### src/rtl/irqc_pkg.sv
package irqc_pkg;
    localparam int NSRC  = 32;
    localparam int IDW   = $clog2(NSRC);
    localparam int NPAIR = 18;

    typedef logic [IDW-1:0] src_id_t;

    localparam src_id_t ID_IRQ   = src_id_t'(25);
    localparam src_id_t ID_NMI   = src_id_t'(26);
    localparam src_id_t ID_TRAP  = src_id_t'(27);
    localparam src_id_t ID_BADOP = src_id_t'(28);

    // Source number raised by each peripheral flag/enable pair
    function automatic src_id_t pair_target(input int p);
        int t;
        case (p)
            0, 1, 2, 3: t = 11;
            4:  t = 12;
            5:  t = 15;
            6:  t = 24;
            7:  t = 20;
            8:  t = 19;
            9:  t = 18;
            10: t = 17;
            11: t = 16;
            12: t = 23;
            13: t = 22;
            14: t = 21;
            15: t = 13;
            16: t = 14;
            17: t = 29;
            default: t = 0;
        endcase
        return src_id_t'(t);
    endfunction

    // Pairs without an enable register are always armed
    function automatic logic pair_gated(input int p);
        return p != 17;
    endfunction
endpackage

### src/rtl/irqc_collect.sv
module irqc_collect
    import irqc_pkg::*;
(
    input  logic [NPAIR-1:0] flag,
    input  logic [NPAIR-1:0] enab,
    input  logic             irq_line,
    output logic [NSRC-1:0]  lvl
);
    logic [NPAIR-1:0] act;

    for (genvar p = 0; p < NPAIR; p++) begin : g_pair
        localparam logic GATED = pair_gated(p);
        assign act[p] = flag[p] & (enab[p] | ~GATED);
    end

    // Shared sources: any active pair keeps the request asserted
    always_comb begin
        lvl = '0;
        lvl[ID_IRQ] = irq_line;
        for (int p = 0; p < NPAIR; p++) begin
            if (act[p]) lvl[pair_target(p)] = 1'b1;
        end
    end
endmodule

### src/rtl/irqc_pick.sv
module irqc_pick
    import irqc_pkg::*;
(
    input  logic            clk,
    input  logic            rst_n,
    input  logic            ord_we,
    input  src_id_t         ord_idx,
    input  src_id_t         ord_val,
    input  logic [NSRC-1:0] pend,
    input  logic            x_blk,
    input  logic            i_blk,
    output logic            ok,
    output src_id_t         id
);
    src_id_t tab_d [NSRC];
    src_id_t tab_q [NSRC];

    always_comb begin
        tab_d = tab_q;
        if (ord_we) tab_d[ord_idx] = ord_val;
    end

    always_ff @(posedge clk) begin
        if (!rst_n) begin
            for (int k = 0; k < NSRC; k++) tab_q[k] <= src_id_t'(k);
        end else begin
            tab_q <= tab_d;
        end
    end

    always_comb begin
        ok = 1'b0;
        id = '0;
        if (pend[ID_TRAP]) begin
            ok = 1'b1;
            id = ID_TRAP;
        end else if (pend[ID_BADOP]) begin
            ok = 1'b1;
            id = ID_BADOP;
        end else if (pend[ID_NMI]) begin
            ok = ~x_blk;
            id = x_blk ? '0 : ID_NMI;
        end else if (!i_blk) begin
            // Walk downward so the lowest table index wins
            for (int k = NSRC - 1; k >= 0; k--) begin
                if (pend[tab_q[k]]) begin
                    ok = 1'b1;
                    id = tab_q[k];
                end
            end
        end
    end

    AST_NMI_HOLDS_ALL: assert property (@(posedge clk) disable iff (!rst_n)
        (pend[ID_NMI] && x_blk && !pend[ID_TRAP] && !pend[ID_BADOP]) |-> !ok);
    AST_IMASK_BLOCKS: assert property (@(posedge clk) disable iff (!rst_n)
        (i_blk && !pend[ID_NMI] && !pend[ID_TRAP] && !pend[ID_BADOP]) |-> !ok);
    AST_PICK_PENDING: assert property (@(posedge clk) disable iff (!rst_n)
        ok |-> pend[id]);
endmodule

### src/rtl/vec_irq_ctrl.sv
module vec_irq_ctrl
    import irqc_pkg::*;
#(
    parameter int          ACCEPT_CYC = 14,
    parameter logic [15:0] NORM_BASE  = 16'hFFC0,
    parameter logic [15:0] BOOT_BASE  = 16'hBFC0,
    parameter logic [15:0] RAM_TOP    = 16'h0100
) (
    input  logic             clk,
    input  logic             rst_n,
    input  logic             boot_strap,
    input  logic             boundary,
    input  logic [NPAIR-1:0] flag,
    input  logic [NPAIR-1:0] enab,
    input  logic             irq_line,
    input  logic             nmi_req,
    input  logic             trap_req,
    input  logic             badop_req,
    input  logic             x_blk,
    input  logic             i_blk,
    input  logic             ord_we,
    input  logic [IDW-1:0]   ord_idx,
    input  logic [IDW-1:0]   ord_val,
    output logic             sel_valid,
    output logic [IDW-1:0]   sel_id,
    output logic [15:0]      vec_addr,
    output logic [15:0]      boot_target,
    output logic             take,
    output logic             set_x,
    output logic             set_i
);
    localparam int CW = $clog2(ACCEPT_CYC);
    localparam logic [NSRC-1:0] STICKY = (NSRC'(1) << ID_NMI) |
                                         (NSRC'(1) << ID_TRAP) |
                                         (NSRC'(1) << ID_BADOP);
    localparam logic [15:0] BOOT_FIRST = RAM_TOP - 16'(3 * (NSRC - 1));

    typedef struct packed {
        logic [NSRC-1:0] pend;
        logic            boot;
        logic [CW-1:0]   busy;
    } st_t;

    st_t st_d, st_q;
    logic [NSRC-1:0] lvl;
    logic [NSRC-1:0] raise;
    logic            sel_ok;
    src_id_t         sel;
    logic            idle;
    logic            take_w;

    irqc_collect u_collect (
        .flag     (flag),
        .enab     (enab),
        .irq_line (irq_line),
        .lvl      (lvl)
    );

    irqc_pick u_pick (
        .clk     (clk),
        .rst_n   (rst_n),
        .ord_we  (ord_we),
        .ord_idx (ord_idx),
        .ord_val (ord_val),
        .pend    (st_q.pend),
        .x_blk   (x_blk),
        .i_blk   (i_blk),
        .ok      (sel_ok),
        .id      (sel)
    );

    always_comb begin
        raise = '0;
        raise[ID_NMI]   = nmi_req;
        raise[ID_TRAP]  = trap_req;
        raise[ID_BADOP] = badop_req;

        idle   = (st_q.busy == '0);
        take_w = boundary & sel_ok & idle;

        st_d      = st_q;
        st_d.pend = lvl & ~STICKY;
        for (int s = 0; s < NSRC; s++) begin
            if (STICKY[s]) begin
                st_d.pend[s] = raise[s] |
                               (st_q.pend[s] & ~(take_w && sel == src_id_t'(s)));
            end
        end
        if (take_w)     st_d.busy = CW'(ACCEPT_CYC - 1);
        else if (!idle) st_d.busy = st_q.busy - CW'(1);
    end

    always_ff @(posedge clk) begin
        if (!rst_n) begin
            st_q.pend <= '0;
            st_q.boot <= boot_strap;
            st_q.busy <= '0;
        end else begin
            st_q <= st_d;
        end
    end

    assign sel_valid   = sel_ok;
    assign sel_id      = sel;
    assign vec_addr    = (st_q.boot ? BOOT_BASE : NORM_BASE) + 16'({sel, 1'b0});
    assign boot_target = st_q.boot ? BOOT_FIRST + 16'(sel) * 16'd3 : 16'h0000;
    assign take        = take_w;
    assign set_x       = take_w & (sel == ID_NMI);
    assign set_i       = take_w & (sel != ID_NMI);

    AST_TRAP_FIRST: assert property (@(posedge clk) disable iff (!rst_n)
        st_q.pend[ID_TRAP] |-> (sel_valid && sel_id == ID_TRAP));
    AST_TRAP_CLEARS: assert property (@(posedge clk) disable iff (!rst_n)
        (take && sel_id == ID_TRAP && !trap_req) |=> !st_q.pend[ID_TRAP]);
    AST_LEVEL_KEPT: assert property (@(posedge clk) disable iff (!rst_n)
        (take && sel_id == ID_IRQ && irq_line) |=> st_q.pend[ID_IRQ]);
    AST_MODE_FIXED: assert property (@(posedge clk) disable iff (!rst_n)
        1'b1 |=> $stable(st_q.boot));
    AST_TAKE_AT_BOUNDARY: assert property (@(posedge clk) disable iff (!rst_n)
        take |-> (boundary && sel_valid));
    AST_ONE_MASK: assert property (@(posedge clk) disable iff (!rst_n)
        take |-> ($countones({set_x, set_i}) == 1));
    AST_NO_BACK_TO_BACK: assert property (@(posedge clk) disable iff (!rst_n)
        take |=> !take);
endmodule

### config.mk
export PLATFORM = sky130hd
export DESIGN_NAME = vec_irq_ctrl
export DESIGN_NICKNAME = d
export VERILOG_FILES = /design/src/rtl/irqc_pkg.sv /design/src/rtl/irqc_collect.sv /design/src/rtl/irqc_pick.sv /design/src/rtl/vec_irq_ctrl.sv
export SDC_FILE = /design/constraint.sdc
export NUM_CORES = 1
export LEC_CHECK = 0
export BUFFER_PORTS_ARGS = -buffer_cell sky130_fd_sc_hd__buf_2
export CAP_MARGIN = 20
export CORE_UTILIZATION = 30
export DETAILED_ROUTE_END_ITERATION = 8
export GPL_TIMING_DRIVEN = 0
export SLEW_MARGIN = 0
export SYNTH_ARGS = -nofsm -noshare
export SYNTH_HDL_FRONTEND = slang
export SYNTH_SLANG_ARGS = --single-unit
export TNS_END_PERCENT = 1
### constraint.sdc
create_clock -name clk -period 6.5 [get_ports clk]
set_input_delay 1.3 -clock clk [delete_from_list [all_inputs] [get_ports clk]]
set_output_delay 1.3 -clock clk [all_outputs]
set_load 0.05 [all_outputs]
==> out/summary.txt <==
Run status: finished with violations
Failing checks: setup timing
Final Hold Viols: 0
Hold Path Sink: st_q[3]
Worst path buffer plus inverter count: 7
Crit-path slowest cell: mux4_2
Syn. warnings: 0
Maxcap violations: 0
Hold-fix buffers, CTS: 0
Clock skew: 0.0135 ns
Worst setup SP type: register
EDFF count, synth: 1
Drt via density: 6.28
#FFs+latches synth: 184
VDD IR max: 0.115 mV
Drt wl/cell: 28.5 µm
Layout area overhead: 22.9%
Worst R2R Path Depth: 18
Commonest non-fill, non-tap cell in the layout: nand2_1
Crit Path Category: register to output pin
Post-place setup slack: -2.05 ns
Dpl cells: 2619
First-pass GRT wire length: 109000 µm
Fin Setup TNS: -0.881 ns
Die ar.: 53000 µm²
TritonCTS Buffers: 17
Max Fclk: 147 MHz
Port buffer count: 75
Core footprint: 51400 µm²
Ys flop type: dfxtp_1
Unique masters post-synth: 100
Reg-to-reg critical path startpoint: st_q[33]
Final period util: 1.05
Die Y: 230 µm
Post-route ant nets: 0
Crit path top cell by count: a21oi_2
Synth async-reset ratio: 0
Worst Path Required: 5.20 ns
Post-synth design cell area: 15600 µm²
Io pins: 98
TritonRoute pass-1 iters: 6
Via count: 16800
Final worst setup slack: -0.307 ns
WL final: 76200 µm
Most frequent cells in the layout: nand2_1, dfxtp_1, nand3_1, mux4_2, nor2_1
Syn Inst Count: 1849
H-tree depth: 4
Final setup fails: 6
Power density over the cells: 171 nW/µm²
Initial antenna violation count: 4
Min-delay worst type: register to register
Post-DP HPWL: 54600 µm
Initial Utilization: 0.304
Fin. max-slew vios: 0
Setup crit end kind: output pin
Layout cell share with drive strength beyond 1: 0.288
Pleak: 7.10 nW
CP arrival: 5.51 ns
Overall power: 3.29 mW
Register area share after synthesis: 0.236
Worst Hold Depth: 2
Dpl cell area: 17000 µm²
Sinks on Clock Net: 184
Worst-margin pin slew: 1.06 ns
Clock slew at reported path FFs: 0.09 ns
Top delay family on crit path: compound AO/OA/AOI/OAI gates
Largest net degree at the start of global routing: 20
Hold path start: st_q[3]
Die Wd: 230 µm
RSZ-0062 raised after global routing: true
Non-filler cells in the finished layout: 2676
Num rows: 83
Clock Path Buffers: 2
Min Clock Period, post-route: 6.81 ns
Rel. slew slack: 0.293
Final Cell Area: 19200 µm²
Reg2reg end: st_q[33]
Drt drc: 0
Overflow after GRT: 0
Clk Latency, worst-skew pair: 0.49 ns
Mean area per synthesized cell: 8.45 µm²
Final nets: 2050
TritonCTS clock tree: yes
Core Util, Final: 0.374
Critical-path maximum fanout: 10
Iter 0 DRT Violations: 2136
Clock Tree Root: clkbuf_16
Highest cell delay on the worst timing path: 0.50 ns
Global-route usage over all layers: 0.283
R2R Setup Slk: 2.18 ns
Global placer's final weighted congestion: 1.03
Worst hold slack: 0.522 ns
Vias in the first global route: 15500
-- cell type report --
class,count,area [µm²]
Fill cell,5184,32200
Multi-Input combinational cell,1397,11600
Sequential cell,184,3760
Buffer,179,1290
Tap cell,680,851
Timing Repair Buffer,123,832
Clock buffer,18,439
Inverter,76,285
Clock inverter,14,154
Antenna cell,5,12.5
-- cells in the mapped netlist, drive strengths merged (6+ instances only) --
library cell / count / area [µm²]
nand2: 217 / 825
dfxtp: 183 / 3660
clkbuf: 138 / 518
nand3: 137 / 686
mux4: 116 / 2620
a21oi: 110 / 551
nor2: 105 / 394
mux2i: 92 / 921
inv: 75 / 282
buf: 69 / 412
nor2b: 41 / 257
mux2: 37 / 417
o21ai: 37 / 185
o211ai: 36 / 285
nand2b: 34 / 213
nor3: 20 / 100
and3: 19 / 119
or2: 19 / 119
o31ai: 17 / 133
nand3b: 16 / 120
and2: 15 / 93.8
ha: 15 / 188
nand4: 14 / 87.6
a211oi: 13 / 97.6
a31oi: 13 / 81.3
and4b: 13 / 130
o221ai: 13 / 120
a211o: 12 / 105
nor3b: 12 / 90.1
a221oi: 11 / 115
nand4b: 11 / 96.3
or3b: 10 / 87.6
a2111oi: 9 / 78.8
nor4: 9 / 56.3
o21a: 9 / 67.6
or3: 9 / 56.3
or4: 9 / 67.6
a21boi: 8 / 60.1
a22oi: 8 / 60.1
o22ai: 8 / 50.1
o31a: 8 / 70.1
a21o: 7 / 52.6
a41oi: 6 / 52.6
o32ai: 6 / 52.6
-- per-layer routing --
metal	part of all wire	wire [µm]	GRT usage	vias up
li1	-	-	-	7129
met1	0.39	29800	0.367	8188
met2	0.43	32700	0.419	1232
met3	0.12	9490	0.0920	247
met4	0.055	4210	0.144	0
met5	0	0	0	-
-- where the power goes --
part	internal, mW	leakage (nW)	total [mW]	switching, mW
clock network	0.525	0.293	1.08	0.558
logic	0.380	5.30	1.01	0.631
registers	1.15	1.51	1.20	0.0441
total	2.06	7.10	3.29	1.23
-- registers in the layout (all words and copies together), names as in the netlist --
signal and flops:
st_q 23, u_pick.tab_q 160, st_d 1
-- worst max-delay path by stage --
stage,from,end,slack (ns),cells past startpoint
2_1_floorplan,u_pick.tab_q[30],boot_target[6],-0.15,22
3_3_place_gp,st_q[16],boot_target[6],-2.07,25
3_5_place_dp,st_q[16],boot_target[6],-2.05,25
4_1_cts,st_q[27],boot_target[6],-0.17,24
5_1_grt,st_q[27],boot_target[6],-0.43,25
6_report,st_q[19],boot_target[6],-0.31,25
-- tightest hold or removal path, cell delays in order (launching register included) --
cell	delay, ns
dfxtp_1	0.32
inv_1	0.09
a21oi_1	0.07
-- what timing repair did --
item,4_1_cts,5_1_grt
pin swaps,50,7
gates cloned,3,0
endpoints found under the hold margin,0,0
gates resized for setup,331,21
endpoints found under the setup margin,23,6
buffers inserted,43,2
-- cells by family (layout without fill, tap and decap cells) --
| family | Yosys count | after routing | share of synthesized area |
|---|---|---|---|
| compound gates | 391 | 391 | 0.180 |
| xor+xnor | 3 | 3 | 0.00168 |
| fa+ha+maj | 15 | 15 | 0.0120 |
| buf+inv | 283 | 410 | 0.0777 |
| flops | 184 | 184 | 0.236 |
| mux | 245 | 245 | 0.253 |
| other cells | 2 | 22 | 0.000480 |
| simple gates | 726 | 726 | 0.239 |
Note: power is estimated with default switching activity, not from simulation.
